**src/rtl/profiler_pkg.sv**
```systemverilog
`timescale 1ns/1ps
package profiler_pkg;

    typedef enum logic [1:0] {
        TRK_IDLE   = 2'd0,
        TRK_EVAL   = 2'd1,
        TRK_ACTION = 2'd2
    } trk_state_e;

    typedef enum logic [1:0] {
        TSEL_EVAL  = 2'd0,
        TSEL_ENTRY = 2'd1,
        TSEL_EXIT  = 2'd2,
        TSEL_NONE  = 2'd3
    } tbl_sel_e;

endpackage

```
**src/rtl/pcp_addr_table.sv**
```systemverilog
`timescale 1ns/1ps
module pcp_addr_table #(
    parameter int N    = 4,
    parameter int PC_W = 32,
    parameter int IW   = 2
) (
    input  logic            clk,
    input  logic            rst_n,
    input  logic            wr_en,
    input  logic [IW-1:0]   wr_idx,
    input  logic [PC_W-1:0] wr_addr,
    input  logic [PC_W-1:0] pc,
    output logic [N-1:0]    hit_vec
);
    logic [PC_W-1:0] addr_q [N];
    logic [N-1:0]    vld_q;

    always_ff @(posedge clk or negedge rst_n) begin
        if (!rst_n) begin
            vld_q <= '0;
            for (int i = 0; i < N; i++) addr_q[i] <= '0;
        end else if (wr_en && (int'(wr_idx) < N)) begin
            addr_q[wr_idx] <= wr_addr;
            vld_q[wr_idx]  <= 1'b1;
        end
    end

    for (genvar g = 0; g < N; g++) begin : g_cmp
        assign hit_vec[g] = vld_q[g] && (addr_q[g] == pc);
    end

endmodule

```
**src/rtl/pcp_trace_front.sv**
```systemverilog
`timescale 1ns/1ps
module pcp_trace_front #(
    parameter int PC_W  = 32,
    parameter int ACC_W = 48
) (
    input  logic             clk,
    input  logic             rst_n,
    input  logic [PC_W-1:0]  pc,
    output logic             new_pc,
    output logic [ACC_W-1:0] ts
);
    logic [PC_W-1:0]  prev_pc_q;
    logic             seen_q;
    logic [ACC_W-1:0] ts_q;

    always_ff @(posedge clk or negedge rst_n) begin
        if (!rst_n) begin
            prev_pc_q <= '0;
            seen_q    <= 1'b0;
            ts_q      <= '0;
        end else begin
            prev_pc_q <= pc;
            seen_q    <= 1'b1;
            ts_q      <= ts_q + 1'b1;
        end
    end

    assign new_pc = !seen_q || (pc != prev_pc_q);
    assign ts     = ts_q;


    stall_quiet_chk: assert property (@(posedge clk) disable iff (!rst_n)
        (seen_q && pc == prev_pc_q) |-> !new_pc);

endmodule

```
**src/rtl/pcp_tracker.sv**
```systemverilog
`timescale 1ns/1ps
module pcp_tracker
    import profiler_pkg::*;
#(
    parameter int N_ACTORS  = 4,
    parameter int N_ACTIONS = 8,
    parameter int ACC_W     = 48,
    parameter int BIN_W     = 4,
    parameter int ACTOR_IW  = 2,
    parameter int ACT_IW    = 3
) (
    input  logic                 clk,
    input  logic                 rst_n,
    input  logic                 new_pc,
    input  logic [ACC_W-1:0]     ts,
    input  logic [N_ACTORS-1:0]  ev_vec,
    input  logic [N_ACTIONS-1:0] en_vec,
    input  logic [N_ACTIONS-1:0] ex_vec,
    output logic                 charge_en,
    output logic [BIN_W-1:0]     charge_bin,
    output logic [ACC_W-1:0]     charge_cyc
);
    localparam logic [BIN_W-1:0] GUARD_BASE = BIN_W'(N_ACTIONS);
    localparam logic [BIN_W-1:0] OVH_BIN    = BIN_W'(N_ACTIONS + N_ACTORS);

    trk_state_e          state_q, state_d;
    logic [ACTOR_IW-1:0] cur_actor_q, cur_actor_d;
    logic [ACT_IW-1:0]   cur_action_q, cur_action_d;
    logic [ACC_W-1:0]    start_q, start_d;

    logic                ev_hit, en_hit;
    logic [ACTOR_IW-1:0] ev_idx;
    logic [ACT_IW-1:0]   en_idx;

    // lowest index wins
    always_comb begin
        ev_hit = |ev_vec;
        ev_idx = '0;
        for (int i = N_ACTORS - 1; i >= 0; i--)
            if (ev_vec[i]) ev_idx = ACTOR_IW'(i);
        en_hit = |en_vec;
        en_idx = '0;
        for (int i = N_ACTIONS - 1; i >= 0; i--)
            if (en_vec[i]) en_idx = ACT_IW'(i);
    end

    always_ff @(posedge clk or negedge rst_n) begin
        if (!rst_n) begin
            state_q      <= TRK_IDLE;
            cur_actor_q  <= '0;
            cur_action_q <= '0;
            start_q      <= '0;
        end else begin
            state_q      <= state_d;
            cur_actor_q  <= cur_actor_d;
            cur_action_q <= cur_action_d;
            start_q      <= start_d;
        end
    end

    always_comb begin
        state_d      = state_q;
        cur_actor_d  = cur_actor_q;
        cur_action_d = cur_action_q;
        start_d      = start_q;
        charge_en    = 1'b0;
        charge_bin   = '0;
        charge_cyc   = ts - start_q;
        unique case (state_q)
            TRK_IDLE: begin
                if (new_pc && ev_hit) begin            // start_eval
                    state_d     = TRK_EVAL;
                    cur_actor_d = ev_idx;
                    start_d     = ts;
                end
            end
            TRK_EVAL: begin
                if (new_pc && ev_hit) begin            // restart_eval
                    charge_en   = 1'b1;
                    charge_bin  = OVH_BIN;
                    cur_actor_d = ev_idx;
                    start_d     = ts;
                end else if (new_pc && en_hit) begin   // enter_action
                    charge_en    = 1'b1;
                    charge_bin   = GUARD_BASE + BIN_W'(cur_actor_q);
                    cur_action_d = en_idx;
                    start_d      = ts;
                    state_d      = TRK_ACTION;
                end
            end
            TRK_ACTION: begin
                if (new_pc && ex_vec[cur_action_q]) begin  // leave_action
                    charge_en  = 1'b1;
                    charge_bin = BIN_W'(cur_action_q);
                    state_d    = TRK_IDLE;
                end
            end
            default: state_d = TRK_IDLE;
        endcase
    end


    enter_action_chk: assert property (@(posedge clk) disable iff (!rst_n)
        (state_q == TRK_EVAL && new_pc && !ev_hit && en_hit) |=> state_q == TRK_ACTION);

    leave_action_chk: assert property (@(posedge clk) disable iff (!rst_n)
        (state_q == TRK_ACTION && new_pc && ex_vec[cur_action_q]) |=> state_q == TRK_IDLE);

    overhead_src_chk: assert property (@(posedge clk) disable iff (!rst_n)
        (charge_en && charge_bin == OVH_BIN) |-> (state_q == TRK_EVAL && ev_hit));

    action_hold_chk: assert property (@(posedge clk) disable iff (!rst_n)
        (state_q == TRK_ACTION && !ex_vec[cur_action_q]) |=> state_q == TRK_ACTION);

    stall_no_charge_chk: assert property (@(posedge clk) disable iff (!rst_n)
        !new_pc |-> !charge_en);

endmodule

```
**src/rtl/pcp_bin_store.sv**
```systemverilog
`timescale 1ns/1ps
module pcp_bin_store #(
    parameter int NB    = 13,
    parameter int BIN_W = 4,
    parameter int ACC_W = 48,
    parameter int CNT_W = 16
) (
    input  logic             clk,
    input  logic             rst_n,
    input  logic             clr,
    input  logic             charge_en,
    input  logic [BIN_W-1:0] charge_bin,
    input  logic [ACC_W-1:0] charge_cyc,
    input  logic [BIN_W-1:0] rd_addr,
    output logic [ACC_W-1:0] rd_time,
    output logic [CNT_W-1:0] rd_count
);
    logic [ACC_W-1:0] acc_q [NB];
    logic [CNT_W-1:0] cnt_q [NB];
    logic [ACC_W-1:0] rd_time_q;
    logic [CNT_W-1:0] rd_count_q;

    logic [ACC_W:0]   sum_w;
    logic [CNT_W:0]   inc_w;
    logic [ACC_W-1:0] acc_nx;
    logic [CNT_W-1:0] cnt_nx;
    logic             bin_ok;

    always_comb begin
        bin_ok = int'(charge_bin) < NB;
        sum_w  = bin_ok ? ({1'b0, acc_q[charge_bin]} + {1'b0, charge_cyc}) : '0;
        inc_w  = bin_ok ? ({1'b0, cnt_q[charge_bin]} + 1'b1) : '0;
        acc_nx = sum_w[ACC_W] ? {ACC_W{1'b1}} : sum_w[ACC_W-1:0];
        cnt_nx = inc_w[CNT_W] ? {CNT_W{1'b1}} : inc_w[CNT_W-1:0];
    end

    always_ff @(posedge clk or negedge rst_n) begin
        if (!rst_n) begin
            for (int i = 0; i < NB; i++) begin
                acc_q[i] <= '0;
                cnt_q[i] <= '0;
            end
        end else if (clr) begin
            for (int i = 0; i < NB; i++) begin
                acc_q[i] <= '0;
                cnt_q[i] <= '0;
            end
        end else if (charge_en && bin_ok) begin
            acc_q[charge_bin] <= acc_nx;
            cnt_q[charge_bin] <= cnt_nx;
        end
    end

    always_ff @(posedge clk or negedge rst_n) begin
        if (!rst_n) begin
            rd_time_q  <= '0;
            rd_count_q <= '0;
        end else if (int'(rd_addr) < NB) begin
            rd_time_q  <= acc_q[rd_addr];
            rd_count_q <= cnt_q[rd_addr];
        end else begin
            rd_time_q  <= '0;
            rd_count_q <= '0;
        end
    end

    assign rd_time  = rd_time_q;
    assign rd_count = rd_count_q;

    for (genvar g = 0; g < NB; g++) begin : g_chk

        time_sat_chk: assert property (@(posedge clk) disable iff (!rst_n)
            (!clr && acc_q[g] == {ACC_W{1'b1}}) |=> acc_q[g] == {ACC_W{1'b1}});

        cnt_sat_chk: assert property (@(posedge clk) disable iff (!rst_n)
            (!clr && cnt_q[g] == {CNT_W{1'b1}}) |=> cnt_q[g] == {CNT_W{1'b1}});

        clear_zero_chk: assert property (@(posedge clk) disable iff (!rst_n)
            clr |=> (acc_q[g] == '0 && cnt_q[g] == '0));
    end

endmodule

```
**src/rtl/pc_action_profiler.sv**
```systemverilog
`timescale 1ns/1ps
module pc_action_profiler
    import profiler_pkg::*;
#(
    parameter int PC_W      = 32,
    parameter int N_ACTORS  = 4,
    parameter int N_ACTIONS = 8,
    parameter int ACC_W     = 48,
    parameter int CNT_W     = 16,
    localparam int NB       = N_ACTIONS + N_ACTORS + 1,
    localparam int BIN_W    = $clog2(NB),
    localparam int ACTOR_IW = (N_ACTORS > 1) ? $clog2(N_ACTORS) : 1,
    localparam int ACT_IW   = (N_ACTIONS > 1) ? $clog2(N_ACTIONS) : 1,
    localparam int TIDX_W   = (ACTOR_IW > ACT_IW) ? ACTOR_IW : ACT_IW
) (
    input  logic              clk,
    input  logic              rst_n,
    input  logic [PC_W-1:0]   pc,
    input  logic              tbl_we,
    input  logic [1:0]        tbl_sel,
    input  logic [TIDX_W-1:0] tbl_idx,
    input  logic [PC_W-1:0]   tbl_addr,
    input  logic              clr,
    input  logic [BIN_W-1:0]  rd_addr,
    output logic [ACC_W-1:0]  rd_time,
    output logic [CNT_W-1:0]  rd_count
);
    logic                 new_pc;
    logic [ACC_W-1:0]     ts;
    logic [N_ACTORS-1:0]  ev_vec;
    logic [N_ACTIONS-1:0] en_vec, ex_vec;
    logic                 charge_en;
    logic [BIN_W-1:0]     charge_bin;
    logic [ACC_W-1:0]     charge_cyc;

    logic we_eval, we_entry, we_exit;
    assign we_eval  = tbl_we && (tbl_sel == TSEL_EVAL);
    assign we_entry = tbl_we && (tbl_sel == TSEL_ENTRY);
    assign we_exit  = tbl_we && (tbl_sel == TSEL_EXIT);

    pcp_trace_front #(.PC_W(PC_W), .ACC_W(ACC_W)) front_i (
        .clk(clk), .rst_n(rst_n), .pc(pc), .new_pc(new_pc), .ts(ts)
    );

    pcp_addr_table #(.N(N_ACTORS), .PC_W(PC_W), .IW(ACTOR_IW)) eval_tbl_i (
        .clk(clk), .rst_n(rst_n), .wr_en(we_eval), .wr_idx(tbl_idx[ACTOR_IW-1:0]),
        .wr_addr(tbl_addr), .pc(pc), .hit_vec(ev_vec)
    );

    pcp_addr_table #(.N(N_ACTIONS), .PC_W(PC_W), .IW(ACT_IW)) entry_tbl_i (
        .clk(clk), .rst_n(rst_n), .wr_en(we_entry), .wr_idx(tbl_idx[ACT_IW-1:0]),
        .wr_addr(tbl_addr), .pc(pc), .hit_vec(en_vec)
    );

    pcp_addr_table #(.N(N_ACTIONS), .PC_W(PC_W), .IW(ACT_IW)) exit_tbl_i (
        .clk(clk), .rst_n(rst_n), .wr_en(we_exit), .wr_idx(tbl_idx[ACT_IW-1:0]),
        .wr_addr(tbl_addr), .pc(pc), .hit_vec(ex_vec)
    );

    pcp_tracker #(
        .N_ACTORS(N_ACTORS), .N_ACTIONS(N_ACTIONS), .ACC_W(ACC_W),
        .BIN_W(BIN_W), .ACTOR_IW(ACTOR_IW), .ACT_IW(ACT_IW)
    ) trk_i (
        .clk(clk), .rst_n(rst_n), .new_pc(new_pc), .ts(ts),
        .ev_vec(ev_vec), .en_vec(en_vec), .ex_vec(ex_vec),
        .charge_en(charge_en), .charge_bin(charge_bin), .charge_cyc(charge_cyc)
    );

    pcp_bin_store #(.NB(NB), .BIN_W(BIN_W), .ACC_W(ACC_W), .CNT_W(CNT_W)) bins_i (
        .clk(clk), .rst_n(rst_n), .clr(clr),
        .charge_en(charge_en), .charge_bin(charge_bin), .charge_cyc(charge_cyc),
        .rd_addr(rd_addr), .rd_time(rd_time), .rd_count(rd_count)
    );


    rd_oob_zero_chk: assert property (@(posedge clk) disable iff (!rst_n)
        (int'(rd_addr) >= NB) |=> (rd_time == '0 && rd_count == '0));

endmodule

```
**config.mk**
```make
export PLATFORM = sky130hd
export DESIGN_NAME = pc_action_profiler
export DESIGN_NICKNAME = d
export VERILOG_FILES = /design/src/rtl/profiler_pkg.sv /design/src/rtl/pcp_addr_table.sv /design/src/rtl/pcp_trace_front.sv /design/src/rtl/pcp_tracker.sv /design/src/rtl/pcp_bin_store.sv /design/src/rtl/pc_action_profiler.sv
export SDC_FILE = /design/constraint.sdc
export NUM_CORES = 2
export LEC_CHECK = 0
export ABC_AREA = 1
export BUFFER_PORTS_ARGS = -buffer_cell sky130_fd_sc_hd__buf_4
export CAP_MARGIN = 0
export CORE_MARGIN = 2
export CORE_UTILIZATION = 40
export DETAILED_ROUTE_END_ITERATION = 6
export PLACE_DENSITY = 0.66
export SLEW_MARGIN = 15
export SYNTH_ARGS = -nofsm -noshare
export SYNTH_HDL_FRONTEND = slang
export SYNTH_HIERARCHICAL = 1
export SYNTH_SLANG_ARGS = --single-unit
```
**constraint.sdc**
```tcl
create_clock -name clk -period 6.1 [get_ports clk]
set_input_delay 0.61 -clock clk [delete_from_list [all_inputs] [get_ports clk]]
set_output_delay 0.61 -clock clk [all_outputs]
set_load 0.01 [all_outputs]
```
* After elaboration in Yosys (flattened, before gate mapping)
Cells that the tools add are included.
Operators by class: add/subtract/negate cells 5, $mul 0, divide/modulo/power cells 0, order comparisons 14, eq/ne operators 30, shift-type cells 0, muxes and demuxes 70, bitwise operators 8, reduce and logical (&&, ||, !) cells 45
Operators with widths (number):
- 2-to-1 mux 624 bit | 2
- == test 32 bit | 20
- bitwise mux 624 bit | 1
- bitwise mux 256 bit | 2
- 2-to-1 mux 48 bit | 10
- 2-to-1 mux 208 bit | 2
- binary-select mux 48 bit (select 4 bit) | 2
- bitwise mux 208 bit | 1
- demux 48 bit (select 4 bit) | 1
- binary-select mux 16 bit (select 4 bit) | 2
- bitwise mux 128 bit | 1
- 2-to-1 mux 16 bit | 7
- demux 32 bit (select 3 bit) | 1
- case mux 48 bit (2 select lines) | 1
- demux 16 bit (select 4 bit) | 1
- demux 32 bit (select 2 bit) | 1
- 2-to-1 mux 32 bit | 2
- adder 48 x 48 -> 49 bit | 1
- 2-to-1 mux 49 bit | 1
- adder 48 x 1 -> 48 bit (second input constant) | 1
- subtractor 48 bit | 1
- logical AND 1 bit | 32
- inequality test 32 bit | 1
- 2-to-1 mux 3 bit | 9
- other kinds (44) | 69
Word-level totals: bits in registers 1692, latch bits 0, bits in writable memories 0, memory bits (read-only) 0, input bits 77, output and inout port bits 64, word-level logic and storage cells 230, memories kept 0

* Longest topological paths before layout
depth in word-level cells 17, depth in mapped cells 46

* Cells and area by module
Netlist, hierarchy kept.
By module, submodules not included:
- pcp_bin_store | instances 1, cells each 6868, area an instance 50001.7 µm², sequential area each 22421.5 µm²
- pcp_addr_table (exit_tbl_i) | instances 1, cells each 1908, area an instance 13928.4 µm², sequential area each 6606.3 µm²
- pcp_addr_table (entry_tbl_i) | instances 1, cells each 1895, area an instance 13872.1 µm², sequential area each 6606.3 µm²
- pcp_tracker | instances 1, cells each 1208, area an instance 6899.1 µm², sequential area each 1376.3 µm²
- pcp_addr_table (eval_tbl_i) | instances 1, cells each 959, area an instance 6856.6 µm², sequential area each 3303.2 µm²
- pcp_trace_front | instances 1, cells each 507, area an instance 4075.2 µm², sequential area each 2026.9 µm²
- pc_action_profiler | instances 1, cells each 7, area an instance 26.3 µm², sequential area each 0.0 µm²

* Least setup slack after synthesis
Ideal clock, no wire load.
kind in2reg, start in pc[31], end reg bins_i/acc_q[151] in the netlist's numbering, setup time 0.141 ns, arrival 5.792 ns, data required time 5.959 ns, setup slack 0.167 ns, stages 40, path buffers 8, path through buf_4 inv_2 o21ai_0 or2_0 nor2_1 nand3_1 nor2_1 nor2_1 nor2_1 o21ai_0 nand3_1 nand3_1 or2_1 o21ai_0 buf_6 buf_6 nor2_1 buf_2 (+4 left out) o21ai_0 o2111ai_1 ha_1 inv_1 fa_1 inv_1 nand3_1 nand2_1 nand2_1 nand2_1 nand2_1 nand2_1 nand3_1 nand3_1 clkbuf_1 o21ai_0 buf_2 o22ai_1
On the way: word-level cells in the longest chain between the ends 17, elaborated cells on any way between the ends 75
Ends and longest elaborated chain:
- start, declared | line pc_action_profiler.sv:18 | input logic [PC_W-1:0] pc,
- == test 32 bit * | line pcp_addr_table.sv:29 | assign hit_vec[g] = vld_q[g] && (addr_q[g] == pc);
- logical AND 1 bit * | line pcp_addr_table.sv:29
- net ex_vec[4] | line pc_action_profiler.sv:31 | logic [N_ACTIONS-1:0] en_vec, ex_vec;
- binary-select mux 1 bit (select 3 bit) * | line pcp_tracker.sv:92 | if (new_pc && ex_vec[cur_action_q]) begin
- 2-to-1 mux 1 bit (not written as such) * | line pcp_tracker.sv:92
- logical AND 1 bit * | line pcp_tracker.sv:92
- 2-to-1 mux 3 bit * | line pcp_tracker.sv:92
- case mux 4 bit (2 select lines) * | line pcp_tracker.sv:69 | unique case (state_q)
- net charge_bin[0] | line pc_action_profiler.sv:33 | logic [BIN_W-1:0] charge_bin;
- (+1 left out)
- binary-select mux 48 bit (select 4 bit) | line pcp_bin_store.sv:31 | sum_w = bin_ok ? ({1'b0, acc_q[charge_bin]} + {1'b0, charge_cyc}) : '0;
- 2-to-1 mux 48 bit (not written as such) (2 in series) | line pcp_bin_store.sv:31
- adder 48 x 48 -> 49 bit | line pcp_bin_store.sv:31
- 2-to-1 mux 49 bit | line pcp_bin_store.sv:31
- 2-to-1 mux 48 bit | line pcp_bin_store.sv:33 | acc_nx = sum_w[ACC_W] ? {ACC_W{1'b1}} : sum_w[ACC_W-1:0];
- bitwise mux 624 bit | line pcp_bin_store.sv:49 | acc_q[charge_bin] <= acc_nx;
- 2-to-1 mux 624 bit | line pcp_bin_store.sv:48 | end else if (charge_en && bin_ok) begin
- 2-to-1 mux 624 bit | line pcp_bin_store.sv:43 | end else if (clr) begin
- end signal, assigned by index | line pcp_bin_store.sv:49
- end, declared | line pcp_bin_store.sv:18 | logic [ACC_W-1:0] acc_q [NB];
The timed path passes the listed nets; every way through them passes the cells marked *. The select of a mux whose other input is x is not followed. A chain may end at the register's enable or synchronous reset.

* Worst setup path in the final report
start reg exit_tbl_i/addr_q[52] in the netlist's numbering, end reg bins_i/acc_q[191] in the netlist's numbering
On the way: word-level cells in the longest chain between the ends 17, elaborated cells on any way between the ends 27
Ends and longest elaborated chain:
- start, declared | line pcp_addr_table.sv:15 | logic [PC_W-1:0] addr_q [N];
- start signal, assigned by index | line pcp_addr_table.sv:23 | addr_q[wr_idx] <= wr_addr;
- == test 32 bit * | line pcp_addr_table.sv:29
- logical AND 1 bit * | line pcp_addr_table.sv:29
- net ex_vec[6] | line pc_action_profiler.sv:31
- binary-select mux 1 bit (select 3 bit) * | line pcp_tracker.sv:92
- 2-to-1 mux 1 bit (not written as such) * | line pcp_tracker.sv:92
- logical AND 1 bit * | line pcp_tracker.sv:92
- 2-to-1 mux 3 bit * | line pcp_tracker.sv:92
- case mux 4 bit (2 select lines) * | line pcp_tracker.sv:69
- net charge_bin[0] | line pc_action_profiler.sv:33
- (+1 left out)
- binary-select mux 48 bit (select 4 bit) | line pcp_bin_store.sv:31
- 2-to-1 mux 48 bit (not written as such) (2 in series) | line pcp_bin_store.sv:31
- adder 48 x 48 -> 49 bit | line pcp_bin_store.sv:31
- 2-to-1 mux 49 bit | line pcp_bin_store.sv:31
- 2-to-1 mux 48 bit | line pcp_bin_store.sv:33
- bitwise mux 624 bit | line pcp_bin_store.sv:49
- 2-to-1 mux 624 bit | line pcp_bin_store.sv:48
- 2-to-1 mux 624 bit | line pcp_bin_store.sv:43
Marked as above.

==> results list <==
* Clock tree from TritonCTS: done
- Mean cell area of the mapped netlist: 7.16 sq um
* Worst min-delay path category: input pin to flip-flop
* Worst slack at placement: -0.902 ns
- In the post-route analysis, the smallest setup slack over all paths is 0.0295 ns.
- The first global-routing pass estimated 563 mm of wire.
- Cell types with the largest area share after synthesis: dfrtp_1 (44%), nand2_1 (19%), o21ai_0 (7.0%)
* Leakage power total: 56.0 nW
- Entering global routing, the biggest net connects 179 pins.
* Crit path capture type: flip-flop
- The longest clock path from root to sink contains 3 buffers.
* Commonest cells in the synthesized netlist: nand2_1 (4750), dfrtp_1 (1692), inv_1 (1425)
- Crit Path Category: flip-flop to flip-flop
- Worst Skew: 0.0508 ns
- Counting I/O delays and the setup requirement, the final critical path takes 6.07 ns.
- Met1 routed wirelength after detailed routing: 147 mm
* Post-synth EDFFs: 0
- Number of levels in the clock H-tree: 4
* Sum of met2 wire segment lengths after detailed routing: 167 mm
- The initial utilization of the core area, before any placement, comes to 40.2%.
* Fraction of final layout cells sized beyond drive strength 1: 12.5%
* Period utilisation layout: 99.5%
- Summed over all nets, wire length on met3 after detailed routing comes to 41.3 mm.
* Antenna violations before repair: 18
* Adder-cell share of the synthesized area: 1.35%
- Die extent in x: 493 um
* Cells after synthesis: 13352
* Count of standard-cell rows: 179
- Clock tree synthesis inserted a total of 189 buffers.
* Number of primary I/O pins: 141
- Total clock sinks: 1692
- In the final design database the tool counted 13994 nets.
* Total wire length after detailed routing: 378 mm
* Layout Cell Area excl Fill: 113000 sq um
* Worst reg-to-reg setup slack: 0.03 ns
* Worst Hold Slack: 0.0801 ns
- Final setup violating endpoints: 0
- Clk Latency, worst-skew pair: 0.89 ns
* Synthesized-area fraction occupied by and/or/nand/nor cells: 25.8%
- The cell area that synthesis handed to floorplanning was 95700 sq um.
- Sequential elements use 44.3% of the synthesized area.
* Synth Area in XOR/XNOR: 2.32%
- Across the run, the number of max-cap violations was 0.
- Violations in the final reports: DRC
* Worst vdd ir: 0.000257 V
* Outcome: finished, violations left
- The number of global-route vias before repair came to 88807.
- The max-slew violation count was 0.
- In the synthesized netlist the dominant register cell turns out to be dfrtp_1.
- Summed over all instances, the cell type with the most area after synthesis is dfrtp_1.
* Power density over the cells: 255 nW/um^2
- Share of flip-flops with an asynchronous set or reset: 100%
* Placed Area: 105000 sq um
* Die area: 243000 sq um
- Excluding fillers, the count of instances in the completed layout stands at 17157.
- After detailed routing, the number of remaining DRC violations is 15.
- By area, the combinational part of the netlist is dominated by simple AND/OR/NAND/NOR gates.
- Count of distinct cell types in the synthesized netlist: 57
* Actual transition at the worst max-transition pin: 1.23 ns
* Slowest cell on crit path: a2111o_1
* Routed vias/inst: 5.50
* HPWL Detailed: 247 mm
- DRT iter0 DRCs: 11508
* Average routed wire per standard cell: 22.0 um
- Complex-gate fraction of the synthesized area: 16.3%
* Maximum fanout encountered on the critical timing path: 14
* Arrival time at the worst endpoint: 6.89 ns
* Weighted congestion reported at the end of routability-driven placement: 1.00
- Power comes to 0.0288 W.
- Worst slew margin relative to its limit: 18.3%
- In this run the remaining antenna-violating nets after routing total 0.
* F_max: 165 MHz
- Setup repair after global routing could not meet its margin everywhere.
- Area share of the largest cell type after synthesis: 44.3%
- Synthesis produced a netlist with a net count of 13531.
* Residual overflow from global routing: 0
- Critical path data required time: 6.92 ns
- In this run the vertical extent of the chip is 493 um.
* Total placed cells including tap cells: 16752
- From synthesis to final layout, the design area changed by 18.3%.
- Total iterations of the first detailed-routing run: 7
- Kind of start point of the critical path: flip-flop
- Counting stages on the worst path, the most repeated cell is nand2_1.
- After clock tree synthesis, the clock-pin slew on the worst setup and hold paths is 0.07 ns.
- The Yosys step of the flow raised 6 warnings.
* Synthesis-stage register bit count: 1692
* Aggregate global-route resource usage: 30.3%
* Worst path max stage delay: 0.56 ns
- After synthesis, the share of cell area in mux cells is 0%.
* Top-count cell post-synth: nand2_1
* Count of vias placed by the detailed router: 94371
* Port Buffers: 140
- The detailed router used layers up to and including met5.
- In this run the clock root is driven by a clkbuf_16.
- After floorplanning, the core was sized to cover 238000 sq um.
* Final hold violation count: 0
-- metal layers --
metal / track usage, % / vias up
li1: - / 43627
met1: 39.5 / 44182
met2: 46.9 / 5371
met3: 6.85 / 1171
met4: 15.6 / 20
met5: 0 / -
-- per-stage QoR --
stage / TNS [ns] / util, %
2_1_floorplan: 0 / -
3_3_place_gp: -449.14 / 44.2
3_5_place_dp: -447.16 / 44.2
4_1_cts: 0 / 47.0
5_1_grt: -5.99 / 47.6
6_report: 0 / 47.6
-- where the power goes --
part	internal [W]	total (W)	leakage (nW)	switching, W
clock	0.00699	0.0121	3.20	0.00511
combinational	0.00136	0.00391	30.4	0.00255
sequential	0.0121	0.0128	22.4	0.000699
-- critical path, delay by kind of cell, from the launching register on --
family	cells	cell delay (ns)
AOI/OAI and AO/OA	8	1.63
xor gates and xnor gates	1	0.24
adders and majority gates	1	0.33
and+or+nand+nor	15	2.17
buffers and inverters	8	1.21
DFF	1	0.42
-- final cells by class --
class,instances,area (sq um)
Antenna cell,14,35.0
Clock buffer,273,5570
Clock inverter,79,931
Fill cell,23698,125000
Inverter,1488,5620
Multi-Input combinational cell,9425,45000
Sequential cell,1692,42300
Tap cell,3167,3960
Timing Repair Buffer,1019,9700
-- cell usage in the layout, fill, tap and decap left out, types with 9 or more instances in the layout --
master     instances
o2111ai_1         13
inv_2             66
bufinv_16         15
nor3_1            38
buf_6             17
nor2_4            37
buf_4            840
nand4_1           49
xor2_1           114
a22oi_1          138
o21ai_1          286
nor2_1           806
clkbuf_16        197
o21ai_0         1291
a32oi_1           16
diode_2           14
nor2_2            60
nor3_2            10
o211ai_1          64
a22oi_2            9
ha_4              16
o22ai_1          368
clkbuf_8          48
a2111o_1          15
nand2_1         4712
clkbuf_1          34
nand3_1          437
a31oi_1           39
a21oi_1          404
xnor2_1          137
buf_12           146
inv_1           1412
o221ai_1          28
nand3_2           27
ha_1              82
o21bai_1          10
dfrtp_1         1691
a21oi_2           69
clkinv_2          39
nand2_2           58
-- cell families (layout without fill, tap and decap cells) --
family,Yosys count,count (layout)
AOI/OAI and AO/OA,2797,2797
xor gates and xnor gates,253,253
adders and majority gates,102,102
buffers and inverters,2235,2859
DFF,1692,1692
other,1,15
and+or+nand+nor,6272,6272
-- flip-flops by register name (all words and copies together), names as in the netlist --
signal and count:
bins_i/rd_count 16, exit_tbl_i/vld_q 8, bins_i/acc_q 624, entry_tbl_i/vld_q 8, eval_tbl_i/addr_q 128, front_i/prev_pc_q 32
eval_tbl_i/vld_q 4, trk_i/state_q 2, trk_i/start_q 48, entry_tbl_i/addr_q 256, trk_i/cur_actor_q 2, bins_i/rd_time 48
front_i/ts 48, exit_tbl_i/addr_q 256, front_i/seen_q 1, trk_i/cur_action_q 3, bins_i/cnt_q 208
-- repair_timing --
| action | 4_1_cts | 5_1_grt |
|---|---|---|
| gates cloned | 0 | 8 |
| hold buffers | 5 | 0 |
| buffers inserted | 3 | 23 |
| pin swaps | 2 | 42 |
| endpoints found under the hold margin | 65 | 0 |
| gates resized for setup | 13 | 233 |
| endpoints found under the setup margin | 624 | 624 |
-- final timing paths --
kind                                                endpoint  cells after the start                         startpoint
setup / recovery               bins_i/acc_q[191]$_DFFE_PN0P_                     33  exit_tbl_i/addr_q[52]$_DFFE_PN0P_
hold / removal             exit_tbl_i/addr_q[19]$_DFFE_PN0P_                      3                       tbl_addr[19]
setup reg to reg               bins_i/acc_q[191]$_DFFE_PN0P_                     33  exit_tbl_i/addr_q[52]$_DFFE_PN0P_
hold reg to reg             entry_tbl_i/vld_q[2]$_DFFE_PN0P_                      2   entry_tbl_i/vld_q[2]$_DFFE_PN0P_
max in group asynchronous      bins_i/acc_q[257]$_DFFE_PN0P_                      4                              rst_n
min in group asynchronous      bins_i/acc_q[441]$_DFFE_PN0P_                      2                              rst_n
Power figures use the tool's default switching activity.
